`src/rtl/fault_retry_pkg.sv`:
```
package fault_retry_pkg;
  typedef enum logic [1:0] {
    ST_RUN   = 2'd0,
    ST_WAIT  = 2'd1,
    ST_LATCH = 2'd2
  } retry_st_e;
endpackage

```
`src/rtl/fr_fc_track.sv`:
```
module fr_fc_track (
  input  logic clk_i,
  input  logic rst_ni,
  input  logic fc_i,
  output logic fc_q_o,
  output logic rise_o
);
  logic fc_q, fc_qq;

  always_ff @(posedge clk_i or negedge rst_ni) begin
    if (!rst_ni) begin
      fc_q  <= 1'b0;
      fc_qq <= 1'b0;
    end else begin
      fc_q  <= fc_i;
      fc_qq <= fc_q;
    end
  end

  // a rise after a low: the 0-1 tail of the 1-0-1 release pattern
  assign rise_o = fc_q & ~fc_qq;
  assign fc_q_o = fc_q;
endmodule

```
`src/rtl/fr_period_timer.sv`:
```
module fr_period_timer #(
  parameter int unsigned PER0 = 3,
  parameter int unsigned PER1 = 5,
  parameter int unsigned PER2 = 8,
  parameter int unsigned PER3 = 12
) (
  input  logic       clk_i,
  input  logic       rst_ni,
  input  logic       load_i,
  input  logic       hold_i,
  input  logic [1:0] sel_i,
  output logic       expired_o
);
  localparam int unsigned PMAX01 = (PER0 > PER1) ? PER0 : PER1;
  localparam int unsigned PMAX23 = (PER2 > PER3) ? PER2 : PER3;
  localparam int unsigned PMAX   = (PMAX01 > PMAX23) ? PMAX01 : PMAX23;
  localparam int unsigned TW     = $clog2(PMAX + 1);

  logic [TW-1:0] tmr_q;
  logic [TW-1:0] reload;

  always_comb begin
    unique case (sel_i)
      2'd0:    reload = TW'(PER0 - 1);
      2'd1:    reload = TW'(PER1 - 1);
      2'd2:    reload = TW'(PER2 - 1);
      default: reload = TW'(PER3 - 1);
    endcase
  end

  always_ff @(posedge clk_i or negedge rst_ni) begin
    if (!rst_ni)                tmr_q <= '0;
    else if (load_i || hold_i)  tmr_q <= reload;
    else if (tmr_q != '0)       tmr_q <= tmr_q - 1'b1;
  end

  assign expired_o = (tmr_q == '0);

  // a freshly started wait never ends on the next cycle (periods >= 2)
  a_r3_no_instant_expiry: assert property (@(posedge clk_i) disable iff (!rst_ni)
    (load_i || hold_i) |=> !expired_o);
endmodule

```
`src/rtl/fr_retry_count.sv`:
```
module fr_retry_count #(
  parameter int unsigned CNT_W = 4
) (
  input  logic             clk_i,
  input  logic             rst_ni,
  input  logic             clr_i,
  input  logic             step_i,
  output logic [CNT_W-1:0] cnt_o,
  output logic             full_o,
  output logic             final_o
);
  localparam logic [CNT_W-1:0] CMAX = {CNT_W{1'b1}};

  logic [CNT_W-1:0] cnt_q;
  logic             full_q, final_q;

  always_ff @(posedge clk_i or negedge rst_ni) begin
    if (!rst_ni) begin
      cnt_q   <= '0;
      full_q  <= 1'b0;
      final_q <= 1'b0;
    end else if (clr_i) begin
      cnt_q   <= '0;
      full_q  <= 1'b0;
      final_q <= 1'b0;
    end else if (step_i) begin
      if (cnt_q != CMAX) begin
        cnt_q <= cnt_q + 1'b1;
        if (cnt_q == CMAX - 1'b1) full_q <= 1'b1;
      end else begin
        final_q <= 1'b1;  // the one extra attempt is being used
      end
    end
  end

  assign cnt_o   = cnt_q;
  assign full_o  = full_q;
  assign final_o = final_q;

  a_r4_final_needs_full: assert property (@(posedge clk_i) disable iff (!rst_ni)
    final_o |-> full_o);
  a_r4_no_overflow: assert property (@(posedge clk_i) disable iff (!rst_ni)
    (cnt_o == CMAX && !clr_i) |=> cnt_o == CMAX);
endmodule

```
`src/rtl/fault_retry_ctrl.sv`:
```
module fault_retry_ctrl
  import fault_retry_pkg::*;
#(
  parameter int unsigned CNT_W = 4,
  parameter int unsigned PER0  = 3,
  parameter int unsigned PER1  = 5,
  parameter int unsigned PER2  = 8,
  parameter int unsigned PER3  = 12
) (
  input  logic             clk_i,
  input  logic             rst_ni,
  input  logic             oc_i,
  input  logic             sc_i,
  input  logic             ot_i,
  input  logic             uv_i,
  input  logic             fc_i,
  input  logic             cfg_pin_i,
  input  logic             retry_bit_i,
  input  logic             unlimited_i,
  input  logic [1:0]       period_sel_i,
  input  logic             failsafe_entry_i,
  input  logic             sleep_exit_i,
  input  logic             por_i,
  output logic             chan_en_o,
  output logic             latched_o,
  output logic             rfull_o,
  output logic [CNT_W-1:0] retry_cnt_o,
  output logic             fault_no
);
  retry_st_e st_q, st_d;
  logic fc_q, fc_rise, expired, cnt_final;
  logic retry_en, en_q, unl_q;
  logic fault_any, thermal, cnt_clr, retry_fire, tmr_load, tmr_hold;

  fr_fc_track i_fc (
    .clk_i  (clk_i),
    .rst_ni (rst_ni),
    .fc_i   (fc_i),
    .fc_q_o (fc_q),
    .rise_o (fc_rise)
  );

  assign fault_any = oc_i | sc_i | ot_i | uv_i;
  assign thermal   = ot_i | uv_i;
  assign retry_en  = ~(cfg_pin_i ^ retry_bit_i);

  always_ff @(posedge clk_i or negedge rst_ni) begin
    if (!rst_ni) begin
      en_q  <= 1'b0;
      unl_q <= 1'b0;
    end else begin
      en_q  <= retry_en;
      unl_q <= unlimited_i;
    end
  end

  assign cnt_clr = failsafe_entry_i | sleep_exit_i | por_i
                 | (unlimited_i & ~unl_q) | (en_q & ~retry_en);

  always_comb begin
    st_d       = st_q;
    retry_fire = 1'b0;
    if (cnt_clr && st_q == ST_LATCH) begin
      st_d = ST_WAIT;
    end else if (fc_rise && st_q != ST_RUN) begin
      st_d = ST_RUN;
    end else begin
      unique case (st_q)
        ST_RUN: if (fc_q && fault_any)
                  st_d = (!retry_en || (!unlimited_i && cnt_final)) ? ST_LATCH : ST_WAIT;
        ST_WAIT: if (!thermal && expired) begin
                  st_d       = ST_RUN;
                  retry_fire = 1'b1;
                end
        default: st_d = st_q;
      endcase
    end
  end

  always_ff @(posedge clk_i or negedge rst_ni) begin
    if (!rst_ni) st_q <= ST_RUN;
    else         st_q <= st_d;
  end

  assign tmr_load = (st_d == ST_WAIT) && (st_q != ST_WAIT);
  assign tmr_hold = (st_q == ST_WAIT) && thermal;

  fr_period_timer #(
    .PER0 (PER0), .PER1 (PER1), .PER2 (PER2), .PER3 (PER3)
  ) i_tmr (
    .clk_i     (clk_i),
    .rst_ni    (rst_ni),
    .load_i    (tmr_load),
    .hold_i    (tmr_hold),
    .sel_i     (period_sel_i),
    .expired_o (expired)
  );

  fr_retry_count #(.CNT_W (CNT_W)) i_cnt (
    .clk_i   (clk_i),
    .rst_ni  (rst_ni),
    .clr_i   (cnt_clr),
    .step_i  (retry_fire & ~unlimited_i),
    .cnt_o   (retry_cnt_o),
    .full_o  (rfull_o),
    .final_o (cnt_final)
  );

  assign chan_en_o = (st_q == ST_RUN) & fc_q & ~fault_any;
  assign latched_o = (st_q == ST_LATCH);
  assign fault_no  = ~(fault_any | latched_o);

  a_r5_unlimited_no_latch: assert property (@(posedge clk_i) disable iff (!rst_ni)
    (unlimited_i && retry_en && !latched_o) |=> !latched_o);
  a_r6_disabled_latches: assert property (@(posedge clk_i) disable iff (!rst_ni)
    (!retry_en && st_q == ST_RUN && fc_q && fault_any) |=> latched_o);
  a_r7_release_keeps_count: assert property (@(posedge clk_i) disable iff (!rst_ni)
    (st_q == ST_WAIT && fc_rise && !cnt_clr) |=> (retry_cnt_o == $past(retry_cnt_o)));
  a_r8_clear_unlatches: assert property (@(posedge clk_i) disable iff (!rst_ni)
    (latched_o && cnt_clr) |=> (!latched_o && !chan_en_o && retry_cnt_o == '0));
  a_r9_latched_flags_fault: assert property (@(posedge clk_i) disable iff (!rst_ni)
    latched_o |-> !fault_no);
endmodule

```
`config.mk`:
```
export PLATFORM = sky130hd
export DESIGN_NAME = fault_retry_ctrl
export DESIGN_NICKNAME = d
export VERILOG_FILES = /design/src/rtl/fault_retry_pkg.sv /design/src/rtl/fr_fc_track.sv /design/src/rtl/fr_period_timer.sv /design/src/rtl/fr_retry_count.sv /design/src/rtl/fault_retry_ctrl.sv
export SDC_FILE = /design/constraint.sdc
export NUM_CORES = 1
export LEC_CHECK = 0
export CAP_MARGIN = 10
export CORE_MARGIN = 2
export CORE_UTILIZATION = 49
export DETAILED_ROUTE_END_ITERATION = 8
export PLACE_DENSITY = 0.78
export RECOVER_POWER = 25
export SYNTH_ARGS = -nofsm -noshare
export SYNTH_HDL_FRONTEND = slang
export SYNTH_SLANG_ARGS = --single-unit
```
`constraint.sdc`:
```
create_clock -name clk_i -period 2.2 [get_ports clk_i]
set_input_delay 0.44 -clock clk_i [delete_from_list [all_inputs] [get_ports clk_i]]
set_output_delay 0.44 -clock clk_i [all_outputs]
set_load 0.01 [all_outputs]
```
Yosys cells after proc, flatten, opt, wreduce, memory -nomap -nowiden
Cells that the tools add are included.
Cells by class
  equality and inequality tests: 9
  bitwise logic cells: 22
  muxes and demuxes: 23
  reductions and logical operators: 23
  add/sub/neg operators: 2
Operator list (count)
  $mux W4: 5
  $pmux W4 S3: 1
  $mux W1: 11
  $mux W2: 5
  $reduce_bool A2 Y1: 5
  $or A1 B1 Y1: 9
  $logic_and A1 B1 Y1: 7
  $and A1 B1 Y1: 6
  $eq A2 B1 Y1 const B: 3
  $not A1 Y1: 6
  $add A4 B1 Y4 const B: 1
  $eq A2 B2 Y1 const B: 2
  $eq A4 B4 Y1 const B: 1
  $logic_not A2 Y1: 2
  $logic_not A4 Y1: 1
  $ne A4 B4 Y1 const B: 1
  $pmux W2 S2: 1
  $reduce_and A2 Y1: 2
  $reduce_bool A4 Y1: 1
  $sub A4 B1 Y4 const B: 1
  $reduce_and A3 Y1: 1
  $logic_not A1 Y1: 2
  $logic_or A1 B1 Y1: 2
  $ne A2 B1 Y1 const B: 1
  2 further kinds: 2
Storage, ports and cells
  input port bits: 15
  output and inout port bits: 8
  word-level logic and storage cells: 88
  register bits: 16

Logic depth before layout (Yosys ltp)
Gate-level depths: netlist of the first run.
  depth after elaboration: 12
  depth in mapped cells: 6
  gate-level depth less buffers: 6

Hierarchy
A second synthesis of the first run with hierarchy kept.
Second synthesis, totals
  cell total of the unflattened synthesis: 96
  area total of the unflattened synthesis: 924.6 um2
Modules (own cells, without submodules)
  fr_retry_count: seq. area each 150.1 um2, cells an instance 32, area an instance 307.8 um2, times used 1
  fr_period_timer: seq. area each 100.1 um2, cells an instance 28, area an instance 281.5 um2, times used 1
  fault_retry_ctrl: seq. area each 100.1 um2, cells an instance 33, area an instance 271.5 um2, times used 1
  fr_fc_track: seq. area each 50.0 um2, cells an instance 3, area an instance 63.8 um2, times used 1

Worst setup path after synthesis of the first run
Ideal clock, no wire load.
  kind: input to register
  start: input sleep_exit_i
  end: register i_tmr.tmr_q[3]
  library setup time: 0.125 ns
  required time: 2.075 ns
  arrival: 1.829 ns
  path slack: 0.246 ns
  buffers on the path: 0
  stages: 4
  cell sequence: or3_4 a211o_4 a221oi_4 mux2_4
Between the ends
  cells in the longest elaborated chain, start to end: 10
  elaborated cells on any way between the ends: 11
  classes of those cells: eq/ne: 1; mux: 2; bitwise: 4; reduce/logical: 4
RTL lines
  from (decl): line fault_retry_ctrl.sv:22  | input logic sleep_exit_i,
  $or A1 B1 Y1 * (2 in a row): line fault_retry_ctrl.sv:57  | assign cnt_clr = failsafe_entry_i | sleep_exit_i | por_i
  $or A1 B1 Y1 * (2 in a row): line fault_retry_ctrl.sv:58  | | (unlimited_i & ~unl_q) | (en_q & ~retry_en);
  $logic_and A1 B1 Y1 *: line fault_retry_ctrl.sv:63  | if (cnt_clr && st_q == ST_LATCH) begin
  $mux W2 *: line fault_retry_ctrl.sv:63
  $eq A2 B1 Y1 *: line fault_retry_ctrl.sv:85  | assign tmr_load = (st_d == ST_WAIT) && (st_q != ST_WAIT);
  $logic_and A1 B1 Y1 *: line fault_retry_ctrl.sv:85
  $logic_or A1 B1 Y1 *: line fr_period_timer.sv:33  | else if (load_i || hold_i) tmr_q <= reload;
  $mux W4 / $reduce_bool A2 Y1 (equally long branches)
  to (signal assigned): line fr_period_timer.sv:33
  to (signal assigned): line fr_period_timer.sv:34  | else if (tmr_q != '0) tmr_q <= tmr_q - 1'b1;
  to (decl): line fr_period_timer.sv:19  | logic [TW-1:0] tmr_q;
Mark *: on every way between the ends. The rest lies on a longest branch, timed or not.
A chain may end at the register's enable or synchronous reset.

Final worst setup path of the first run
  start: input sc_i
  end: output chan_en_o
Between the ends
  cells in the longest elaborated chain, start to end: 5
RTL lines
  from (decl): line fault_retry_ctrl.sv:13  | input logic sc_i,
  $or A1 B1 Y1 (3 in a row): line fault_retry_ctrl.sv:43  | assign fault_any = oc_i | sc_i | ot_i | uv_i;
  $not A1 Y1: line fault_retry_ctrl.sv:109  | assign chan_en_o = (st_q == ST_RUN) & fc_q & ~fault_any;
  $and A1 B1 Y1: line fault_retry_ctrl.sv:109
  to (decl): line fault_retry_ctrl.sv:24  | output logic chan_en_o,
Every way passes these cells.

==> metrics.txt, run 1 <==
row count 16; clk slew on worst S/H paths approximately 100 ps; Clk pwr share 18.2%; Post-synth ARST share between 90% and 100%; Yosys top cell area share about two fifths; outcome finished clean; Routed Wire Length roughly 2100 um; Longest Clk Path Bufs 2; routed length per instance ~14 um; critical path endpoint category output pin; Cell Area, Synth roughly 1000 um^2; Final Slew Violations 0; final worst-path cycle share a little over nine tenths; Hold Crit Class reg2reg; clk_skew roughly 5.0 ps; initial core utilization about half; largest net degree at the start of global routing 17; antenna diode count 0; clock sinks 16; first-pass GRT wire length about 3600 um; Clock Latency Late Sink 290 ps; DR pass1 iterations 4; Hold-fix buffers, CTS 0; CTS tree built; Critical Path Max Stage Delay about 540 ps; Synth cell types 39; WHS roughly 470 ps; synthesized instance count 93; number of buffers created by CTS 3; Avg Inst Size Synth 10.7 um^2; Seq/Total Area, Yosys approximately two fifths; H-tree levels 1; DR vias 846; Yosys warning total 0; arrival time at the worst endpoint roughly 1700 ps; vias in the first global route approximately 850; overall routing resource usage 19.8%; Peak VDD IR ~0.00073 V; worst slew pin tran 760 ps; FMAX between 400 and 500 MHz; Routability Congestion 0.757; total grt overflow 0; Syn Nets 115; Synth area leaders dfrtp_1, ha_1, mux2i_1; Final Core Density approximately 69%; Sequential Power Share roughly two fifths; synth-to-layout area growth 34.2%; leakage roughly 0.6 nW; Vias/cell roughly 5.5; Worst Setup Path Type in2out; hpwl dp between 1500 and 2000 um; Die X between 40 and 50 um; Post-CTS Setup Bufs 0; delay-heaviest family, CP simple AND/OR/NAND/NOR gates; register-to-register setup slack approximately 180 ps; share of cells above drive strength 1 between 20% and 30%; RSZ-0062 raised after global routing false; Int Power a little over 0.0007 W; remaining antenna violation count 0; crit path time final approximately 2100 ps; most frequent cells in the layout clkdlybuf4s50_1, dfrtp_1, buf_4, inv_1, ha_1; switch share around a third; CP bufs+invs 2; clk root buf clkbuf_4; Setup violations, final 0; Slew Limit Headroom between 40% and 50%; Post-synth EDFFs 0; worst slack, placed -367 ps; Top FF cell, synth dfrtp_1; NumNets Final between 150 and 200; Die Height 49.1 um; FF+latch count, synth 16; Core Area between 1500 and 2000 um^2; post-route setup slack 57.4 ps; Yosys top cell by area dfrtp_1; MaxCap Viol Count 0; PortBufs 22; startpoint types input pin; sw power between 0.0003 and 0.0004 W; die footprint 2410 um^2; PwrDens around 800 nW/um^2; initial antenna violation count 0; Filler cells between 150 and 200; crit path cell chain clkdlybuf4s50_1 > or4_4 > nor3_1 > buf_2; DRC viols 0; DR iter-0 viols 15; worst path required time around 1800 ps; worst-path fanout max 3; commonest non-fill, non-tap cell in the layout clkdlybuf4s50_1; Logic pwr share ~43%; CP max-delay cell or4_4; Fin. Hold Viols 0; Pwr Total approximately 0.0011 W; Ports 23
[final cells by class]
class	instances	area (um^2)	area share, %
Tap cell	27	33.8	2.53
Multi-Input combinational cell	69	558	41.8
Sequential cell	16	400	30.0
Timing Repair Buffer	31	278	20.8
Inverter	8	30.0	2.25
Clock buffer	4	36.3	2.72
[layer usage]
metal | up-vias | track usage [%] | wire, um
met1 | 405 | 22.1 | 840
met5 | - | 0 | 0
met2 | 29 | 36.3 | 1140
met4 | 0 | 7.62 | 41
met3 | 7 | 4.29 | 113
li1 | 405 | - | -
[Yosys cell counts, types with 2 or more instances]
cell type	n
dfrtp_1	16
inv_1	8
ha_1	7
nor2_1	6
a21oi_1	5
nor3_1	4
mux2i_1	3
nand2_1	3
nand3_1	3
o21a_1	3
or3_1	3
a211oi_1	2
nor3b_1	2
o21ai_1	2
o31ai_1	2
[stage by stage]
stage / cell area (um^2) / instances / setup TNS (ps)
2_1_floorplan: 996 / 93 / 0
3_3_place_gp: 1320 / 151 / -1370
3_5_place_dp: 1320 / 151 / -1780
4_1_cts: 1350 / 155 / 0
5_1_grt: 1340 / 155 / 0
6_report: 1340 / 155 / 0
[final timing paths]
path,startpoint,to,depth (start not counted)
worst max-delay path,sc_i,chan_en_o,4
worst min-delay path,i_fc.fc_q_o$_DFF_PN0_,i_fc.fc_qq$_DFF_PN0_,0
worst max register to register,i_tmr.tmr_q[0]$_DFFE_PN0P_,i_cnt.cnt_o[3]$_DFFE_PN0P_,6
worst min register to register,i_fc.fc_q_o$_DFF_PN0_,i_fc.fc_qq$_DFF_PN0_,0
max in group asynchronous,rst_ni,i_cnt.cnt_o[1]$_DFFE_PN0P_,1
min in group asynchronous,rst_ni,en_q$_DFF_PN0_,1
[what timing repair did]
action	CTS	global route
endpoints found under the hold margin	0	0
gates resized for setup	5	2
pin swaps	0	0
setup endpoints to repair	2	1
[sequential cells by signal, indices dropped and copies added, names as in the netlist]
name and cells:
unl_q 1, i_fc.fc_q_o 1, en_q 1, i_tmr.tmr_q 4, i_cnt.full_o 1, st_q 2
i_cnt.final_o 1, i_cnt.cnt_o 4, i_fc.fc_qq 1
[cell families (layout without fill, tap and decap cells)]
logic type	after synthesis	count (layout)	synth area share, %
and+or+nand+nor	34	34	22.4
AOI/OAI and AO/OA	21	21	17.7
xor gates and xnor gates	3	3	3.39
DFF	16	16	40.2
adders and majority gates	7	7	8.79
muxes	4	4	4.52
buffers and inverters	8	43	3.02
[power by group through the flow]
| stage | clock (W) | combinational (W) | sequential [W] |
|---|---|---|---|
| floorplan | 0 | 0.000330 | 0.000408 |
| detailed placement | 0 | 0.000475 | 0.000429 |
| global placement | 0 | 0.000455 | 0.000422 |
| global route | 0.000217 | 0.000525 | 0.000435 |
| CTS | 0.000203 | 0.000483 | 0.000421 |
| finish | 0.000199 | 0.000474 | 0.000423 |
No activity file was read; power rests on OpenSTA's default activity.
==> run 2, diff against run 1 <==
CELL_PAD_IN_SITES_DETAIL_PLACEMENT = 0   (was default)
CELL_PAD_IN_SITES_GLOBAL_PLACEMENT = 1   (was default)
CORE_ASPECT_RATIO = 1.75   (was default)
CORE_UTILIZATION = 37   (was 49)
GPL_TIMING_DRIVEN = 0   (was default)
MAX_ROUTING_LAYER = met4   (was default)
PLACE_DENSITY = default   (was 0.78)
PLACE_DENSITY_LB_ADDON = 0.1   (was default)
==> run 2 against run 1 <==
  * Sequential share of layout area is 0.57 points higher
  * Register-to-register slack improved by 60 ps
  * Wire length shrank 11%
  * Critical path depth stayed put
  * Count of clock-buffer cells in the layout stayed put
  * Clock skew fell by 0.91 ps
  * Utilization decreased by 17 points
  * Die area rose by 30%
  * Global-route usage shrank 4.6 points
  * Sequential power is 2% higher
  * Clock power is 28% higher
  * Largest power group unchanged
  * Highest routed layer unchanged
==> metrics.txt, run 2 (synthesized netlist as in run 1, its figures left out) <==
DP Cell Count 141 (-6.6%); Ports 23 (unchanged); clk slew on worst S/H paths 60 ps (-40 ps); worst slew pin tran 746 ps (-14.8 ps); number of buffers created by CTS 3 (unchanged); largest net degree at the start of global routing 17 (unchanged); initial antenna violation count 0 (unchanged); routed length per instance 13.0 um (-5.6%); Die Height 72.6 um (+48%); vias in the first global route 861 (+1.8%); row count 24 (+8); hpwl dp 1500 um (-11%); Longest Clk Path Bufs 2 (unchanged); Vias/cell 5.51 (+0.89%); Peak VDD IR 0.000477 V (-35%); Setup violations, final 0 (unchanged); DR pass1 iterations 4 (unchanged); CTS tree built; remaining antenna violation count 0 (unchanged); setup TNS 0 ps (unchanged); startpoint types input pin; FMAX 471 MHz (+0.92%); Filler cells 250 (+54%); PortBufs 22 (unchanged); Hold Crit Class reg2reg; first-pass GRT wire length 3530 um (-2.9%); RSZ-0062 raised after global routing false; DR vias 804 (-5.0%); clock sinks 16 (unchanged); total grt overflow 0 (unchanged); clk root buf clkbuf_8; overall routing resource usage 15.2% (-4.6 points); Final Slew Violations 0 (unchanged); outcome finished clean; MaxCap Viol Count 0 (unchanged); initial core utilization 39.5% (-12 points); worst-path fanout max 4 (+1); crit path time final 2120 ps (-19.6 ps); Routability Congestion 0.852 (+12%); Routed Wire Length 1890 um (-11%); Clock Latency Late Sink 250 ps (-40 ps); worst path required time 1760 ps (about the same); Die X 43.2 um (-12%); NumNets Final 143 (-5.3%); arrival time at the worst endpoint 1680 ps (-20 ps); Slew Limit Headroom 50.1% (+0.99 points); die footprint 3140 um^2 (+30%); Core Area 2520 um^2 (+30%); register-to-register setup slack 240 ps (+60 ps); Pwr Total 0.00113 W (+2.6%); final worst-path cycle share 96.5% (-0.89 points); Fin. Hold Viols 0 (unchanged); most frequent cells in the layout dfrtp_1, clkdlybuf4s50_1, inv_1, ha_1; synth-to-layout area growth 31.7%; Finished Layout Cells 146 (-5.8%); leakage 0.580 nW (-3.5%); Worst Setup Path Type in2out; critical path endpoint category output pin; share of cells above drive strength 1 19.2% (-2.7 points); clk_skew 4.05 ps (-0.910 ps); DR iter-0 viols 22 (+7); H-tree levels 1 (unchanged); antenna diode count 0 (unchanged); WHS 459 ps (-9.06 ps); PwrDens 858 nW/um^2 (+4.6%); DRC viols 0 (unchanged)
## run 2: cell types whose count changed in the layout (fill, tap and decap cells not counted), sizes merged
| cell | delta |
|---|---|
| buf | -7 |
| clkbuf | -1 |
| clkdlybuf4s50 | -1 |
| dlygate4sd2 | +1 |
## run 2: final timing paths
path / from / to / cells past startpoint
max: oc_i / chan_en_o / 4
min: i_fc.fc_q_o$_DFF_PN0_ / i_fc.fc_qq$_DFF_PN0_ / 0
max reg2reg: i_tmr.tmr_q[0]$_DFFE_PN0P_ / i_cnt.cnt_o[3]$_DFFE_PN0P_ / 6
min reg2reg: i_fc.fc_q_o$_DFF_PN0_ / i_fc.fc_qq$_DFF_PN0_ / 0
max in group asynchronous: rst_ni / i_cnt.cnt_o[1]$_DFFE_PN0P_ / 1
min in group asynchronous: rst_ni / i_cnt.full_o$_DFFE_PN0P_ / 1
## run 2: layer usage
layer  GRT usage [%]  part of all wire, %  vias up  wire, um
met3            2.72                  4.4        5        83
li1                -                    -      394         -
met1            14.7                   38      381       721
met2            27.2                   55       24      1040
met4            8.75                  2.4        0        46
met5               -                    0        -         0
## run 2: critical path, cell delays in order
cell and delay (ps):
clkdlybuf4s50_1 400, or4_4 580, nor3_4 120, buf_2 140
## run 2: through the flow
stage	utilization, %	area, um^2	setup WS (ps)
after global routing	52.0	1310	20.6
after floorplan	-	996	246
after CTS	51.9	1310	4.67
after detailed placement	49.5	1250	-402
final	52.0	1310	77.0
after global placement	49.5	1250	-415
## run 2: timing repair
action | CTS | global route
gates resized for setup | 10 | 3
hold endpoints to repair | 0 | 0
pin swaps | 1 | 3
setup buffers | 0 | 1
hold buffers | 0 | 0
endpoints found under the setup margin | 3 | 3
## run 2: report_power, final
| part | internal (W) | switching (W) |
|---|---|---|
| clock | 0.000159 | 0.0000967 |
| sequential | 0.000355 | 0.0000745 |
| combinational | 0.000241 | 0.000200 |
| total | 0.000755 | 0.000371 |
## run 2: cell type report
type / count / area (um^2) / area share (%)
Inverter: 8 / 30.0 / 2.29
Clock buffer: 4 / 55.1 / 4.20
Multi-Input combinational cell: 69 / 577 / 44.0
Tap cell: 26 / 32.5 / 2.48
Timing Repair Buffer: 23 / 216 / 16.5
Sequential cell: 16 / 400 / 30.5
==> run 3, diff against run 2 <==
CORE_UTILIZATION = 35   (was 37)
==> run 3 against run 2 <==
  * First-iteration DRC count up 4.5%
  * Final cell count up 1.4%
  * Worst setup slack hardly changed
  * Register-to-register slack got worse by 20 ps
  * Cell area up 0.48%
  * Sequential power hardly changed
  * Global-route usage fell by 0.38 points
  * Via count fell by 0.62%
  * Largest cell class unchanged
==> metrics.txt, run 3 (synthesized netlist as in run 1, its figures left out) <==
Ports 23 (unchanged); critical path endpoint category output pin; DR iter-0 viols 23 (+4.5%); PwrDens 869 nW/um^2 (+1.2%); clk root buf clkbuf_8; crit path cell chain clkdlybuf4s50_1 > or4_4 > nor3_2 > buf_2; total grt overflow 0 (unchanged); Hold Crit Depth 0 (unchanged); Fin. Hold Viols 0 (unchanged); Final Core Density 48.4% (-3.6 points); share of cells above drive strength 1 19.8% (+0.67 points); arrival time at the worst endpoint 1680 ps (about the same); DR vias 799 (-0.62%); Hold Crit Class reg2reg; MaxCap Viol Count 0 (unchanged); die footprint 3310 um^2 (+5.3%); Die X 44.3 um (+2.6%); DRC viols 0 (unchanged); Finished Layout Cells 148 (+1.4%); Min-Delay Startpoint i_fc.fc_q_o$_DFF_PN0_; initial antenna violation count 0 (unchanged); Routed Wire Length 1960 um (+3.7%); Setup violations, final 0 (unchanged); worst path required time 1760 ps (about the same); commonest non-fill, non-tap cell in the layout clkdlybuf4s50_1; largest net degree at the start of global routing 17 (unchanged); overall routing resource usage 14.8% (-0.38 points); Routability Congestion 0.753 (-12%); Vias/cell 5.40 (-2.0%); CTS tree built; DR pass1 iterations 2 (-2); FMAX 471 MHz (about the same); final worst-path cycle share 96.5% (about the same); post-route setup slack 77.4 ps (+0.396 ps); cells on worst reg2reg path 6 (unchanged); PortBufs 22 (unchanged); NumNets Final 144 (+0.70%); Clock Latency Late Sink 240 ps (about the same); Die Height 74.6 um (+2.7%); Longest Clk Path Bufs 2 (unchanged); worst slew pin tran 734 ps (-11.7 ps); Reg-to-Reg Start i_tmr.tmr_q[0]$_DFFE_PN0P_; clk_skew 2.40 ps (-1.64 ps); Hold-fix buffers, CTS 0 (unchanged); delay-heaviest family, CP simple AND/OR/NAND/NOR gates; clk slew on worst S/H paths 60 ps (about the same); hpwl dp 1550 um (+3.5%); Filler cells 262 (+4.8%); Core Area 2720 um^2 (+7.9%); H-tree levels 1 (unchanged); Multi-input gate area 571 um^2 (-1.1%); sink of the worst hold path i_fc.fc_qq$_DFF_PN0_; clock sinks 16 (unchanged); Peak VDD IR 0.000492 V (+3.1%); DP Cell Count 142 (+0.71%); CP max-delay cell or4_4; outcome finished clean; first-pass GRT wire length 3460 um (-2.2%); register area 400 um^2 (unchanged); worst slack, placed -390 ps (+11.4 ps); remaining antenna violation count 0 (unchanged); row count 25 (+4.2%); initial core utilization 36.6% (-2.9 points); CP bufs+invs 2 (unchanged); routed length per instance 13.3 um (+2.3%); Worst Setup Path Type in2out; crit path time final 2120 ps (-0.396 ps); synth-to-layout area growth 32.3%; Final Slew Violations 0 (unchanged); setup TNS 0 ps (unchanged); number of buffers created by CTS 3 (unchanged); Critical Path Max Stage Delay 570 ps (about the same); most frequent cells in the layout clkdlybuf4s50_1, dfrtp_1, inv_1, ha_1; startpoint types input pin; antenna diode count 0 (unchanged); R2R Path End i_cnt.cnt_o[3]$_DFFE_PN0P_; leakage 0.588 nW (+1.3%); vias in the first global route 786 (-8.7%); register-to-register setup slack 220 ps (-20 ps); worst-path fanout max 4 (unchanged); Slew Limit Headroom 50.9% (+0.78 points); RSZ-0062 raised after global routing false
## run 3: power breakdown
group	total (W)	switching (W)	internal [W]
combinational	0.000462	0.000206	0.000256
sequential	0.000427	0.0000715	0.000355
clock	0.000256	0.0000979	0.000158
total	0.00114	0.000375	0.000770
## run 3: layout make-up
| cell class | count | share of cell area [%] |
|---|---|---|
| clock buffer | 4 | 4.18 |
| timing repair buffer | 24 | 17.3 |
| inverter | 8 | 2.28 |
| multi-input combinational | 69 | 43.3 |
| tap | 27 | 2.56 |
| sequential | 16 | 30.4 |
## run 3: worst reg2reg max path: cells and delay by family (launching register included)
kind / cells / cell delay [ps]
AO/OA/AOI/OAI: 2 / 460
adder cells (fa/ha/maj): 1 / 200
buffers and inverters: 1 / 120
flip-flops: 1 / 380
AND/OR/NAND/NOR: 2 / 750
## run 3: per-layer routing
metal  vias to the layer above  GRT usage, %  routed length, um
li1                        391             -                  -
met1                       385          15.5                786
met2                        19          26.0               1070
met3                         4          2.43                 72
met4                         0          7.41                 38
met5                         -             -                  0
## run 3: through the flow
stage	area, um^2	power, W	hold slack (ps)
floorplan	996	0.000738	144
global placement	1250	0.000846	453
detailed placement	1250	0.000855	454
CTS	1310	0.00112	468
global route	1320	0.00123	499
finish	1320	0.00114	462
## run 3: worst max-delay path by stage
stage                     slack (ps)                    endpoint  cells past startpoint    startpoint
final                             80                   chan_en_o                      4          sc_i
after global routing              30                   chan_en_o                      4          sc_i
after CTS                          3  i_tmr.tmr_q[3]$_DFFE_PN0P_                      5  sleep_exit_i
after detailed placement        -390                   chan_en_o                      4          ot_i
after global placement          -420                   chan_en_o                      4          ot_i
after floorplan                  250  i_tmr.tmr_q[3]$_DFFE_PN0P_                      4  sleep_exit_i
## run 3: timing repair
item / 4_1_cts / 5_1_grt
buffers inserted: 0 / 2
cloned: 0 / 0
hold endpoints to repair: 0 / 0
setup endpoints to repair: 3 / 3
gates resized for setup: 8 / 4
pin swaps: 0 / 3
